## config.mk

```make
export PLATFORM = sky130hd
export DESIGN_NAME = ddr3_pwrup_seq
export DESIGN_NICKNAME = d
export VERILOG_FILES = /design/src/rtl/ddr3_init_pkg.sv /design/src/rtl/init_countdown.sv /design/src/rtl/init_interval_guard.sv /design/src/rtl/init_pin_encoder.sv /design/src/rtl/ddr3_pwrup_seq.sv
export SDC_FILE = /design/constraint.sdc
export NUM_CORES = 1
export LEC_CHECK = 0
export BUFFER_PORTS_ARGS = -buffer_cell sky130_fd_sc_hd__buf_2
export CORE_MARGIN = 2
export CORE_UTILIZATION = 54
export CTS_BUF_LIST = sky130_fd_sc_hd__clkbuf_8
export DETAILED_ROUTE_END_ITERATION = 10
export PLACE_DENSITY = 0.83
export SLEW_MARGIN = 20
export SYNTH_ARGS = -nofsm -noshare
export SYNTH_HDL_FRONTEND = slang
export SYNTH_SLANG_ARGS = --single-unit
```

## constraint.sdc

```tcl
create_clock -name clk -period 2.38 [get_ports clk]
set_input_delay 0.476 -clock clk [delete_from_list [all_inputs] [get_ports clk]]
set_output_delay 0.476 -clock clk [all_outputs]
set_load 0.05 [all_outputs]
```

## src/rtl/ddr3_init_pkg.sv

```systemverilog
package ddr3_init_pkg;

    typedef enum logic [3:0] {
        ST_OFF,
        ST_RST_HOLD,
        ST_CKE_WAIT,
        ST_XPR,
        ST_MRS,
        ST_MRS_GAP,
        ST_ZQCL,
        ST_ZQ_WAIT,
        ST_READY
    } init_state_e;

    // issue order of the mode-register loads
    typedef enum logic [1:0] {
        STEP_MR2,
        STEP_MR3,
        STEP_MR1,
        STEP_MR0
    } mr_step_e;

    typedef struct packed {
        logic cs_n;
        logic ras_n;
        logic cas_n;
        logic we_n;
    } ddr_cmd_t;

    localparam ddr_cmd_t CMD_DES  = ddr_cmd_t'(4'b1111);
    localparam ddr_cmd_t CMD_NOP  = ddr_cmd_t'(4'b0111);
    localparam ddr_cmd_t CMD_MRS  = ddr_cmd_t'(4'b0000);
    localparam ddr_cmd_t CMD_ZQCL = ddr_cmd_t'(4'b0110);

    function automatic logic [2:0] step_bank(mr_step_e s);
        case (s)
            STEP_MR2: return 3'b010;
            STEP_MR3: return 3'b011;
            STEP_MR1: return 3'b001;
            default:  return 3'b000;
        endcase
    endfunction

    function automatic int ns_to_cyc(longint t_ns, int clk_ps);
        return int'((t_ns * 64'd1000 + longint'(clk_ps) - 1) / longint'(clk_ps));
    endfunction

    function automatic int imax(int a, int b);
        return (a > b) ? a : b;
    endfunction

endpackage

```

## src/rtl/init_countdown.sv

```systemverilog
module init_countdown #(
    parameter int W = 8
) (
    input  logic         clk,
    input  logic         rst,
    input  logic         load,
    input  logic [W-1:0] load_val,
    output logic         expired
);
    logic [W-1:0] cnt;

    always_ff @(posedge clk) begin
        if (rst)
            cnt <= '0;
        else if (load)
            cnt <= load_val;
        else if (cnt != '0)
            cnt <= cnt - 1'b1;
    end

    assign expired = (cnt == '0);
endmodule

```

## src/rtl/init_interval_guard.sv

```systemverilog
module init_interval_guard #(
    parameter int LEN = 512,
    parameter int W   = 10
) (
    input  logic clk,
    input  logic rst,
    input  logic clear,
    input  logic start,
    output logic met
);
    logic         armed;
    logic [W-1:0] cnt;

    always_ff @(posedge clk) begin
        if (rst || clear) begin
            armed <= 1'b0;
            cnt   <= '0;
        end else if (start) begin
            armed <= 1'b1;
            cnt   <= W'(LEN - 1);
        end else if (cnt != '0) begin
            cnt <= cnt - 1'b1;
        end
    end

    assign met = armed && (cnt == '0);
endmodule

```

## src/rtl/init_pin_encoder.sv

```systemverilog
module init_pin_encoder
    import ddr3_init_pkg::*;
#(
    parameter int ADDR_W = 14
) (
    input  init_state_e       state,
    input  mr_step_e          step,
    input  logic [ADDR_W-1:0] mr0_val,
    input  logic [ADDR_W-1:0] mr1_val,
    input  logic [ADDR_W-1:0] mr2_val,
    input  logic [ADDR_W-1:0] mr3_val,
    output logic              rst_n,
    output logic              cke,
    output logic              odt,
    output ddr_cmd_t          cmd,
    output logic [2:0]        ba,
    output logic [ADDR_W-1:0] addr
);
    always_comb begin
        rst_n = !(state inside {ST_OFF, ST_RST_HOLD});
        cke   = !(state inside {ST_OFF, ST_RST_HOLD, ST_CKE_WAIT});
        odt   = 1'b0;
        ba    = 3'b000;
        addr  = '0;
        cmd   = cke ? CMD_NOP : CMD_DES;
        case (state)
            ST_MRS: begin
                cmd = CMD_MRS;
                ba  = step_bank(step);
                case (step)
                    STEP_MR2: addr = mr2_val;
                    STEP_MR3: addr = mr3_val;
                    STEP_MR1: begin
                        addr    = mr1_val;
                        addr[0] = 1'b0;
                    end
                    default: begin
                        addr    = mr0_val;
                        addr[8] = 1'b1;
                    end
                endcase
            end
            ST_ZQCL: begin
                cmd      = CMD_ZQCL;
                addr[10] = 1'b1;
            end
            default: ;
        endcase
    end
endmodule

```

## src/rtl/ddr3_pwrup_seq.sv

```systemverilog
module ddr3_pwrup_seq
    import ddr3_init_pkg::*;
#(
    parameter int ADDR_W    = 14,
    parameter int CLK_PS    = 5000,
    parameter int T_RST_NS  = 200000,
    parameter int T_CKE_NS  = 500000,
    parameter int T_XPR_NS  = 170,
    parameter int MRD_CYC   = 4,
    parameter int MOD_CYC   = 12,
    parameter int DLLK_CYC  = 512,
    parameter int ZQI_CYC   = 512
) (
    input  logic              clk,
    input  logic              rst,
    input  logic              pwr_ok,
    input  logic [ADDR_W-1:0] mr0_val,
    input  logic [ADDR_W-1:0] mr1_val,
    input  logic [ADDR_W-1:0] mr2_val,
    input  logic [ADDR_W-1:0] mr3_val,
    output logic              ddr_rst_n,
    output logic              ddr_cke,
    output logic              ddr_odt,
    output logic              ddr_cs_n,
    output logic              ddr_ras_n,
    output logic              ddr_cas_n,
    output logic              ddr_we_n,
    output logic [2:0]        ddr_ba,
    output logic [ADDR_W-1:0] ddr_addr,
    output logic              init_done
);
    localparam int RST_CYC = ns_to_cyc(T_RST_NS, CLK_PS);
    localparam int CKE_CYC = imax(ns_to_cyc(T_CKE_NS, CLK_PS) - 1, 5);
    localparam int XPR_CYC = imax(ns_to_cyc(T_XPR_NS, CLK_PS), 5);
    localparam int MAX_CYC = imax(imax(RST_CYC, CKE_CYC), imax(XPR_CYC, MOD_CYC));
    localparam int CNT_W   = $clog2(MAX_CYC + 1);
    localparam int GRD_W   = $clog2(imax(DLLK_CYC, ZQI_CYC) + 1);
    localparam int N_GRD   = 2;

    localparam logic [CNT_W-1:0] LD_RST = CNT_W'(RST_CYC - 1);
    localparam logic [CNT_W-1:0] LD_CKE = CNT_W'(CKE_CYC - 1);
    localparam logic [CNT_W-1:0] LD_XPR = CNT_W'(XPR_CYC - 1);
    localparam logic [CNT_W-1:0] LD_MRD = CNT_W'(MRD_CYC - 2);
    localparam logic [CNT_W-1:0] LD_MOD = CNT_W'(MOD_CYC - 2);

    init_state_e       state, nxt;
    mr_step_e          step, step_nxt;
    logic              t_load, t_exp;
    logic [CNT_W-1:0]  t_val;
    logic [N_GRD-1:0]  grd_start, grd_met;
    ddr_cmd_t          cmd;

    always_comb begin
        nxt      = state;
        step_nxt = step;
        t_load   = 1'b0;
        t_val    = '0;
        case (state)
            ST_OFF: if (pwr_ok) begin
                nxt = ST_RST_HOLD; t_load = 1'b1; t_val = LD_RST;
            end
            ST_RST_HOLD: if (t_exp) begin
                nxt = ST_CKE_WAIT; t_load = 1'b1; t_val = LD_CKE;
            end
            ST_CKE_WAIT: if (t_exp) begin
                nxt = ST_XPR; t_load = 1'b1; t_val = LD_XPR;
            end
            ST_XPR: if (t_exp) begin
                nxt = ST_MRS; step_nxt = STEP_MR2;
            end
            ST_MRS: begin
                nxt    = ST_MRS_GAP;
                t_load = 1'b1;
                t_val  = (step == STEP_MR0) ? LD_MOD : LD_MRD;
            end
            ST_MRS_GAP: if (t_exp) begin
                if (step == STEP_MR0)
                    nxt = ST_ZQCL;
                else begin
                    nxt      = ST_MRS;
                    step_nxt = mr_step_e'(step + 2'd1);
                end
            end
            ST_ZQCL:    nxt = ST_ZQ_WAIT;
            ST_ZQ_WAIT: if (&grd_met) nxt = ST_READY;
            default: ;
        endcase
        if (!pwr_ok) begin
            nxt    = ST_OFF;
            t_load = 1'b0;
        end
    end

    always_ff @(posedge clk) begin
        if (rst) begin
            state <= ST_OFF;
            step  <= STEP_MR2;
        end else begin
            state <= nxt;
            step  <= step_nxt;
        end
    end

    init_countdown #(.W(CNT_W)) u_timer (
        .clk      (clk),
        .rst      (rst),
        .load     (t_load),
        .load_val (t_val),
        .expired  (t_exp)
    );

    assign grd_start[0] = (state == ST_MRS) && (step == STEP_MR0);
    assign grd_start[1] = (state == ST_ZQCL);

    for (genvar gi = 0; gi < N_GRD; gi++) begin : g_guard
        init_interval_guard #(
            .LEN (gi == 0 ? DLLK_CYC : ZQI_CYC),
            .W   (GRD_W)
        ) u_guard (
            .clk   (clk),
            .rst   (rst),
            .clear (state == ST_OFF),
            .start (grd_start[gi]),
            .met   (grd_met[gi])
        );
    end

    init_pin_encoder #(.ADDR_W(ADDR_W)) u_enc (
        .state   (state),
        .step    (step),
        .mr0_val (mr0_val),
        .mr1_val (mr1_val),
        .mr2_val (mr2_val),
        .mr3_val (mr3_val),
        .rst_n   (ddr_rst_n),
        .cke     (ddr_cke),
        .odt     (ddr_odt),
        .cmd     (cmd),
        .ba      (ddr_ba),
        .addr    (ddr_addr)
    );

    assign ddr_cs_n  = cmd.cs_n;
    assign ddr_ras_n = cmd.ras_n;
    assign ddr_cas_n = cmd.cas_n;
    assign ddr_we_n  = cmd.we_n;
    assign init_done = (state == ST_READY);
endmodule

```

==> results of run 1 <==
## state kept, by name, indices dropped and copies added (netlist names)
signal,flops
g_guard.u_guard.armed,2
state,4
step,2
g_guard.u_guard.cnt,20
u_timer.cnt,17
## power by group through the flow
stage | Clock [mW] | Combinational [mW] | Sequential, mW
5_1_grt | 0.645 | 0.679 | 0.884
3_5_place_dp | 0 | 0.593 | 0.891
2_1_floorplan | 0 | 0.466 | 0.869
3_3_place_gp | 0 | 0.580 | 0.888
6_report | 0.602 | 0.611 | 0.875
4_1_cts | 0.605 | 0.600 | 0.872
## metal layers
| metal | up-vias | part of all wire (%) |
|---|---|---|
| li1 | 1560 | - |
| met1 | 1462 | 41 |
| met2 | 159 | 48 |
| met3 | 13 | 8.7 |
| met4 | 0 | 2.2 |
| met5 | - | 0 |
## worst max-delay path: cells and delay by family, from the launching register on
family,cells,cell delay [ps]
and+or+nand+nor,2,150
DFF,1,370
adders and majority gates,1,190
buffers and inverters,3,410
AOI/OAI and AO/OA,2,500
## path summary, 6_finish.rpt
check	from	to	slack, ps	cells after the start
setup / recovery	step[1]	ddr_addr[1]	-10	8
hold / removal	g_guard[1].u_guard.armed	g_guard[1].u_guard.armed	450	2
setup reg to reg	g_guard[1].u_guard.cnt[0]	state[3]	210	8
hold reg to reg	g_guard[1].u_guard.armed	g_guard[1].u_guard.armed	450	2
## Yosys cell counts, types with 4 or more instances
| master | n |
|---|---|
| nor2_1 | 47 |
| nand3b_1 | 7 |
| nor3_1 | 18 |
| inv_1 | 14 |
| a21oi_1 | 45 |
| dfxtp_1 | 45 |
| or3_1 | 6 |
| xor2_1 | 8 |
| nand2b_1 | 4 |
| nand2_1 | 24 |
| nor4_1 | 9 |
| nand3_1 | 11 |
| ha_1 | 8 |
| buf_4 | 6 |
| a222oi_1 | 12 |
| xnor2_1 | 13 |
| o21ai_0 | 14 |
| clkbuf_1 | 11 |
| a31oi_1 | 7 |
## timing repair
item | CTS | global route
gates resized for setup | 23 | 32
buffers inserted | 0 | 4
pin swaps | 1 | 7
hold buffers | 0 | 0
cloned | 0 | 0
endpoints found under the setup margin | 15 | 24
## cells by family (layout without fill, tap and decap cells)
kind of cell	Yosys count	after routing	synth area share, %
muxes	3	3	1.013
xor gates and xnor gates	21	21	6.203
other	1	2	0.1265
AOI/OAI and AO/OA	102	102	22.07
buffers and inverters	37	120	6.625
DFF	45	45	30.38
and+or+nand+nor	161	161	30.21
adders and majority gates	8	8	3.376
## cell type report
class	count	area (µm²)
Tap cell	70	87.58
Clock inverter	3	46.29
Sequential cell	45	908.4
Clock buffer	5	68.82
Multi-Input combinational cell	297	2029
Fill cell	395	1398
Timing Repair Buffer	98	614.3
Inverter	14	52.55
## stage by stage
step           cell area (µm²)  instances  utilization (%)  TNS [ps]
2_1_floorplan             3044        379                -    -115.2
3_3_place_gp              3495        520            67.14         0
5_1_grt                   3807        532            73.15    -336.5
3_5_place_dp              3495        520            67.14         0
4_1_cts                   3691        528            70.91    -8.167
6_report                  3807        532            73.15    -13.67
==> impl_results.md, run 1 <==
- Status: finished with violations
- Failing checks: setup timing
- Setup crit start kind: flop
- Leading area contributor after synthesis: dfxtp_1
- Max clock buf depth: 2
- Fin Clk Skew: 10.52 ps
- Largest net degree at the start of global routing: 22
- CP max-delay cell: dfxtp_4
- Antenna-violating nets left: 0
- Mean Syn Cell Area: 7.845 µm²
- Wire per inst: 15.27 µm
- Detailed placer's ending HPWL: 5768 µm
- M3 GR Usage: 5.402%
- GPL Wtd Cong: 0.8966
- Sequential-to-total area share from yosys stat: 30.38%
- Worst-path clk slew: 90 ps
- Drt pass-1 iters: 7
- Min-delay worst type: flop to flop
- NumNets Final: 528
- Max-slew headroom: 55.77%
- CTS Sinks: 45
- Number of enable flip-flop cells after synthesis: 0
- Die X: 78.11 µm
- Cts bufs inserted: 5
- Yosys Warn Count: 0
- Number of global-route vias before repair: 2873
- Flops & latches, synth: 45
- RSZ-0062 raised after global routing: true
- Worst path cell trace: buf_6 -> ha_4 -> buf_6 -> a222oi_1 -> nor2_1 -> a21oi_2 -> nor2_4 -> buf_6
- Sw frac: 32.93%
- Root Buffer: clkbuf_8
- Area grow syn2layout: 28.40%
- Crit path required time: 1900 ps
- Most frequent cells in the layout: buf_2 (65), dfxtp_1 (43), nor2_1 (38), a21oi_1 (38), nand2_1 (24)
- Final Slew Violations: 0
- Core box area: 5205 µm²
- Cell Pwr Density: 548.3 nW/µm²
- Pin slew with the least headroom to its limit: 657.4 ps
- I/O pin count: 84
- Tmin final: 2394 ps
- Die area: 6100 µm²
- GRT Overall Usage: 26.11%
- Yosys top cell area share: 30.38%
- DRC Markers: 0
- Lkg Pwr: 1.521 nW
- Most used DFF post-synth: dfxtp_1
- Vias: 3194
- Share of cells above drive strength 1: 32.25%
- Critical path's most frequent cell: buf_6
- Max Fclk: 0.4178 GHz
- Cell count after synthesis: 378
- Power, Total: 2.087 mW
- Most common cell after layout, fill and taps aside: buf_2
- Critical path's largest stage delay: 370 ps
- Logic pwr share: 29.2%
- # diodes: 0
- Fin. Hold Viols: 0
- CTS tree: yes
- Switching power: 0.6874 mW
- Area contributors post-synth: dfxtp_1 (30%), a21oi_1 (7.6%), nor2_1 (5.9%)
- Routed wire length: 8123 µm
- Maximum fanout along the worst path: 8
- Final period utilization: 100.6%
- Grt peak-use layer: met2
- Hold slack: 452.3 ps
- Met2 Use GR: 44.91%
- H-Tree Depth: 2
- Cell internal pwr: 1.400 mW
- Vias per Instance: 6.004
- Cell Area, Synth: 2965 µm²
- Max cap viols: 0
- Pre-CTS setup slack: 88.87 ps
- GRT Residual Overflow: 0
- Antenna violations before repair: 0
- Clk_lat worst skew: 310 ps
- CP endpoint kind: output pin
- First-pass GRT wire length: 13060 µm
- IO buf count: 79
- Flop pwr share: 41.9%
- DR iter-0 viols: 202
- Worst Setup Path Type: flop to output pin
- M1 GR Usage: 32.54%
- Synth unique cells: 61
- Initial Utilization: 56.97%
- Post-synthesis async set-or-reset flop share: 0%
- Final worst slack: -13.67 ps
- Peak supply drop: 0.4613 mV
- Num rows: 26
- Critical Path AT: 1920 ps
- DIE HEIGHT: 78.11 µm
- # setup viols final: 1
- Clk pwr share: 28.8%
No activity file was read; power rests on OpenSTA's default activity.
==> inputs of run 2 (changes only) <==
==> constraint.sdc (replaced) <==
create_clock -name clk -period 2.6 [get_ports clk]
set_input_delay 0.52 -clock clk [delete_from_list [all_inputs] [get_ports clk]]
set_output_delay 0.52 -clock clk [all_outputs]
set_load 0.05 [all_outputs]
==> run 2 against run 1 <==
- the run now ends clean
- clock-buffer cell count stayed put
- largest power group unchanged
- highest routed layer unchanged
- via count is 4.9% lower
- non-clock buffer count is 9 lower
==> impl_results.md, run 2 (synthesized netlist as in run 1, its figures left out) <==
- Status: finished clean
- IO buf count: 79 (unchanged)
- Vias: 3039 (-4.9%)
- Die area: 6100 µm² (unchanged)
- Worst-path clk slew: 90 ps (about the same)
- CP endpoint kind: output pin
- NumNets Final: 519 (-1.7%)
- Drt pass-1 iters: 5 (-2)
- GRT Overall Usage: 25.18% (-0.93 points)
- First-pass GRT wire length: 12680 µm (-2.9%)
- Peak supply drop: 0.3246 mV (-30%)
- Max reg flops: 20 (unchanged)
- Maximum fanout along the worst path: 16 (+8)
- Wire per inst: 14.43 µm (-5.5%)
- Antenna-violating nets left: 0 (unchanged)
- GRT Residual Overflow: 0 (unchanged)
- Area grow syn2layout: 18.69%
- Final period utilization: 93.91%
- Final cell count without fillers: 523 (-1.7%)
- Cts bufs inserted: 5 (unchanged)
- Pin slew with the least headroom to its limit: 649.7 ps (-7.736 ps)
- DRC Markers: 0 (unchanged)
- CTS Sinks: 45 (unchanged)
- Top reg by flops: g_guard.u_guard.cnt
- Tmin final: 2442 ps
- Most frequent cells in the layout: buf_2 (79), a21oi_1 (45), dfxtp_1 (44)
- Fin. Hold Viols: 0 (unchanged)
- RSZ-0062 raised after global routing: false
- Most common cell after layout, fill and taps aside: buf_2
- Hold Path Depth: 2 (unchanged)
- Share of cells above drive strength 1: 28.48% (-3.8 points)
- Vias per Instance: 5.811 (-3.2%)
- Clk_lat worst skew: 300 ps (about the same)
- Max clock buf depth: 2 (unchanged)
- CTS tree: yes
- Worst Setup Path Type: flop to output pin
- # diodes: 0 (unchanged)
- Layout Cell Area excl Fill: 3520 µm² (-7.6%)
- Final Slew Violations: 0 (unchanged)
- # setup viols final: 0 (-1)
- I/O pin count: 84 (unchanged)
- Core box area: 5205 µm² (unchanged)
- R2R Path End: u_timer.cnt[3]
- Critical Path AT: 1920 ps (about the same)
- Min-delay worst type: flop to flop
- Reg2reg path depth: 8 (unchanged)
- H-Tree Depth: 2 (unchanged)
- Lkg Pwr: 1.450 nW (-4.7%)
- Setup crit start kind: flop
- Multi-input gate area: 1921 µm² (-5.4%)
- Crit path from: state[2]
- Die X: 78.11 µm (unchanged)
- Crit path required time: 2080 ps (+180 ps)
- Hold slack: 452.3 ps (-0.03500 ps)
- Num rows: 26 (unchanged)
- Max cap viols: 0 (unchanged)
- Fin Clk Skew: 7.618 ps (-2.904 ps)
- Max-slew headroom: 56.29% (+0.52 points)
- Power, Total: 1.771 mW (-15%)
- R2r startpoint: u_timer.cnt[0]
- Routed wire length: 7547 µm (-7.1%)
- Max Fclk: 0.4096 GHz
- Initial Utilization: 56.97% (unchanged)
- DIE HEIGHT: 78.11 µm (unchanged)
- Number of global-route vias before repair: 2809 (-2.2%)
- GPL Wtd Cong: 0.8848 (-1.3%)
- Detailed placer's ending HPWL: 5601 µm (-2.9%)
- Flop2flop setup slack: 240 ps (+30 ps)
- Root Buffer: clkbuf_8
- Top flop regs: g_guard.u_guard.cnt x20, u_timer.cnt x17, state x4
- FF/Latch Area: 902.1 µm² (-0.69%)
- Cell Pwr Density: 503.0 nW/µm² (-8.2%)
- Fillers: 454 (+15%)
- Antenna violations before repair: 0 (unchanged)
- Number of instances in the placed design: 515 (-0.96%)
- Hold Buf Count CTS: 0 (unchanged)
- DR iter-0 viols: 140 (-31%)
- Worst Setup EP: ddr_ba[1]
- Placed cell area: 3417 µm² (-2.2%)
- Largest net degree at the start of global routing: 22 (unchanged)
==> run 2: cell count changes in the layout (fill, tap and decap cells not counted), moves of 2 or more <==
cell,delta
a21oi_1,+7
buf_4,-12
dfxtp_4,-2
a21oi_2,-7
nor2_4,-8
ha_2,+3
buf_6,-11
ha_4,-3
inv_1,+2
inv_2,-2
clkinv_2,+2
buf_2,+14
nor2_2,+8
==> run 2: worst min path at each step <==
stage	end	slack, ps	startpoint
after CTS	g_guard[0].u_guard.armed	450	g_guard[0].u_guard.armed
after global routing	g_guard[0].u_guard.armed	490	g_guard[0].u_guard.armed
final	g_guard[0].u_guard.armed	450	g_guard[0].u_guard.armed
after global placement	g_guard[0].u_guard.armed	430	g_guard[0].u_guard.armed
after floorplan	g_guard[0].u_guard.armed	430	g_guard[0].u_guard.armed
after detailed placement	g_guard[0].u_guard.armed	440	g_guard[0].u_guard.armed
==> run 2: critical path: stages, from the launching register on <==
cell     delay [ps]
dfxtp_1         330
or2b_2          340
nor3_2          220
inv_1            60
buf_4           210
nor3_2          170
buf_2           280
==> run 2: layout make-up <==
| class | count | share of cell area, % |
|---|---|---|
| timing repair buffer | 89 | 13.37 |
| inverter | 14 | 1.493 |
| tap | 70 | 2.488 |
| clock inverter | 3 | 0.4977 |
| clock buffer | 5 | 1.955 |
| sequential | 45 | 25.63 |
| multi-input combinational | 297 | 54.57 |
==> run 2: through the flow <==
stage	util [%]	setup slack, ps	TNS [ps]
detailed placement	65.65	323.5	0
floorplan	-	-141.8	-1278
global route	67.62	9.013	0
global placement	65.65	392.1	0
finish	67.62	158.4	0
CTS	67.31	5.392	0
==> run 2: timing repair <==
item,CTS,global route
setup buffers,0,0
setup endpoints to repair,0,15
gates resized for setup,0,6
==> run 2: per-layer routing <==
metal / part of all wire (%) / wire length, µm / global-route usage (%) / vias up
met1: 44 / 3324 / 30.89 / 1380
met4: 1.1 / 85 / 5.965 / 0
met3: 7.1 / 537 / 4.253 / 8
met5: 0 / 0 / 0 / -
met2: 48 / 3599 / 45.86 / 108
li1: - / - / - / 1543
==> run 2: power breakdown <==
| part | internal (mW) | switching, mW |
|---|---|---|
| Sequential | 0.735 | 0.0716 |
| Clock | 0.186 | 0.242 |
| Combinational | 0.253 | 0.283 |
| Total | 1.17 | 0.597 |
==> inputs of run 3 (changes only) <==
--- a/config.mk
+++ b/config.mk
@@ -7,10 +7,10 @@
 export LEC_CHECK = 0
 export BUFFER_PORTS_ARGS = -buffer_cell sky130_fd_sc_hd__buf_2
 export CORE_MARGIN = 2
-export CORE_UTILIZATION = 54
+export CORE_UTILIZATION = 55
 export CTS_BUF_LIST = sky130_fd_sc_hd__clkbuf_8
 export DETAILED_ROUTE_END_ITERATION = 10
-export PLACE_DENSITY = 0.83
+export PLACE_DENSITY = 0.85
 export SLEW_MARGIN = 20
 export SYNTH_ARGS = -nofsm -noshare
 export SYNTH_HDL_FRONTEND = slang
==> constraint.sdc (replaced) <==
create_clock -name clk -period 3 [get_ports clk]
set_input_delay 0.6 -clock clk [delete_from_list [all_inputs] [get_ports clk]]
set_output_delay 0.6 -clock clk [all_outputs]
set_load 0.05 [all_outputs]
==> run 3 against run 2 <==
- die area fell by 1.7%
- cell count fell by 0.76%
- total power fell by 9.7%
- sequential share of layout area rose by 0.41 points
- non-clock buffer count fell by 4
- core utilization fell by 0.31 points
- clock-buffer cell count did not move
- critical path type unchanged
- routed wire length fell by 3.8%
- first-iteration DRC count rose by 46%
- critical endpoint unchanged
==> impl_results.md, run 3 (synthesized netlist as in run 1, its figures left out) <==
- Fin Clk Skew: 4.308 ps (-3.310 ps)
- Largest net degree at the start of global routing: 22 (unchanged)
- Post-cts resize count: 0 (unchanged)
- Most common cell after layout, fill and taps aside: buf_2
- Critical path's largest stage delay: 360 ps (+20 ps)
- Cts bufs inserted: 5 (unchanged)
- Setup TNS: 0 ps (unchanged)
- NumNets Final: 515 (-0.77%)
- Antenna violations before repair: 1 (+1)
- RSZ-0062 raised after global routing: false
- First-pass GRT wire length: 12180 µm (-4.0%)
- Final Util: 67.31% (-0.31 points)
- Top reg by flops: g_guard.u_guard.cnt
- CTS Sinks: 45 (unchanged)
- Number of global-route vias before repair: 2707 (-3.6%)
- Hold Path Depth: 2 (unchanged)
- IO buf count: 79 (unchanged)
- I/O pin count: 84 (unchanged)
- Maximum fanout along the worst path: 16 (unchanged)
- Tmin final: 2795 ps
- Hold slack: 449.4 ps (-2.897 ps)
- Layout Cell Area excl Fill: 3460 µm² (-1.7%)
- Max cap viols: 0 (unchanged)
- GRT Overall Usage: 24.63% (-0.55 points)
- Max clock buf depth: 2 (unchanged)
- Most frequent cells in the layout: buf_2 (79), nor2_1 (47), a21oi_1 (45), dfxtp_1 (45), nand2_1 (24)
- Worst Setup Path Type: flop to output pin
- Fin. Hold Viols: 0 (unchanged)
- Die X: 77.43 µm (-0.87%)
- Final period utilization: 93.16%
- Vias: 3066 (+0.89%)
- Worst-path clk slew: 80 ps (about the same)
- Routed wire length: 7259 µm (-3.8%)
- Root Buffer: clkbuf_8
- Max Fclk: 0.3578 GHz
- Status: finished clean
- Reg2reg path depth: 7 (-1)
- DR iter-0 viols: 205 (+46%)
- Crit path required time: 2400 ps (+320 ps)
- Wire per inst: 13.99 µm (-3.1%)
- Drt pass-1 iters: 7 (+2)
- Final worst slack: 205.3 ps (+46.88 ps)
- Postcts setup bufs: 0 (unchanged)
- GPL Wtd Cong: 0.8601 (-2.8%)
- Critical Path AT: 2190 ps (+270 ps)
- Number of instances in the placed design: 511 (-0.78%)
- Min-delay worst type: flop to flop
- H-Tree Depth: 2 (unchanged)
- Core box area: 5140 µm² (-1.2%)
- GRT Residual Overflow: 0 (unchanged)
- Max-slew headroom: 56.36% (+0.072 points)
- Placed cell area: 3353 µm² (-1.9%)
- Power, Total: 1.598 mW (-9.7%)
- Max reg flops: 20 (unchanged)
- Share of cells above drive strength 1: 23.88% (-4.6 points)
- Setup crit start kind: flop
- Clk_lat worst skew: 300 ps (about the same)
- Fillers: 432 (-4.8%)
- # setup viols final: 0 (unchanged)
- Worst path cell trace: or2b_2 -> nor3_1 -> inv_1 -> nor3_1 -> buf_2
- DIE HEIGHT: 77.43 µm (-0.87%)
- CTS tree: yes
- Vias per Instance: 5.908 (+1.7%)
- CP max-delay cell: nor3_1
- Final cell count without fillers: 519 (-0.76%)
- Antenna-violating nets left: 0 (unchanged)
- Detailed placer's ending HPWL: 5379 µm (-4.0%)
- Hold Buf Count CTS: 0 (unchanged)
- Peak supply drop: 0.4119 mV (+27%)
- Area grow syn2layout: 16.67%
- Die area: 5995 µm² (-1.7%)
- Lkg Pwr: 1.442 nW (-0.55%)
- Final Slew Violations: 0 (unchanged)
- Initial Utilization: 57.69% (+0.72 points)
- DRC Markers: 0 (unchanged)
- CP endpoint kind: output pin
- Cell Pwr Density: 462.0 nW/µm² (-8.2%)
- Num rows: 26 (unchanged)
- Pin slew with the least headroom to its limit: 654.6 ps (+4.910 ps)
- Pre-CTS setup slack: 566.7 ps (+243.2 ps)
- Top flop regs: g_guard.u_guard.cnt x20, u_timer.cnt x17, state x4
- Critical path's most frequent cell: nor3_1
## run 3: worst paths after layout
| check | endpoint | start | slack, ps |
|---|---|---|---|
| worst max-delay path | ddr_ba[1] | state[2] | 210 |
| worst min register to register | g_guard[1].u_guard.armed | g_guard[1].u_guard.armed | 450 |
| worst min-delay path | g_guard[1].u_guard.armed | g_guard[1].u_guard.armed | 450 |
| worst max register to register | step[1] | u_timer.cnt[0] | 720 |
## run 3: final cells by class
class / instances / area, µm² / area share (%)
Antenna cell: 1 / 2.502 / 0.07233
Clock buffer: 5 / 68.82 / 1.989
Clock inverter: 2 / 35.03 / 1.013
Inverter: 14 / 52.55 / 1.519
Multi-Input combinational cell: 297 / 1872 / 54.10
Sequential cell: 45 / 900.9 / 26.04
Tap cell: 70 / 87.58 / 2.532
Timing Repair Buffer: 85 / 440.4 / 12.73
## run 3: power breakdown
group / leakage [nW] / switching [mW] / internal (mW)
Combinational: 1.02 / 0.243 / 0.216
Clock: 0.0540 / 0.198 / 0.242
Sequential: 0.366 / 0.0625 / 0.637
Total: 1.44 / 0.503 / 1.09
## run 3: layer usage
metal	track usage [%]	wire length (µm)	vias to the layer above
met3	5.116	646	12
met1	30.87	3144	1374
met2	41.74	3311	151
li1	-	-	1529
met4	8.929	157	0
met5	0	0	-
## run 3: critical path, delay by kind of cell, from the launching register on
family        cells  cell delay (ps)
flops             1              330
simple gates      3              930
buf+inv           2              630
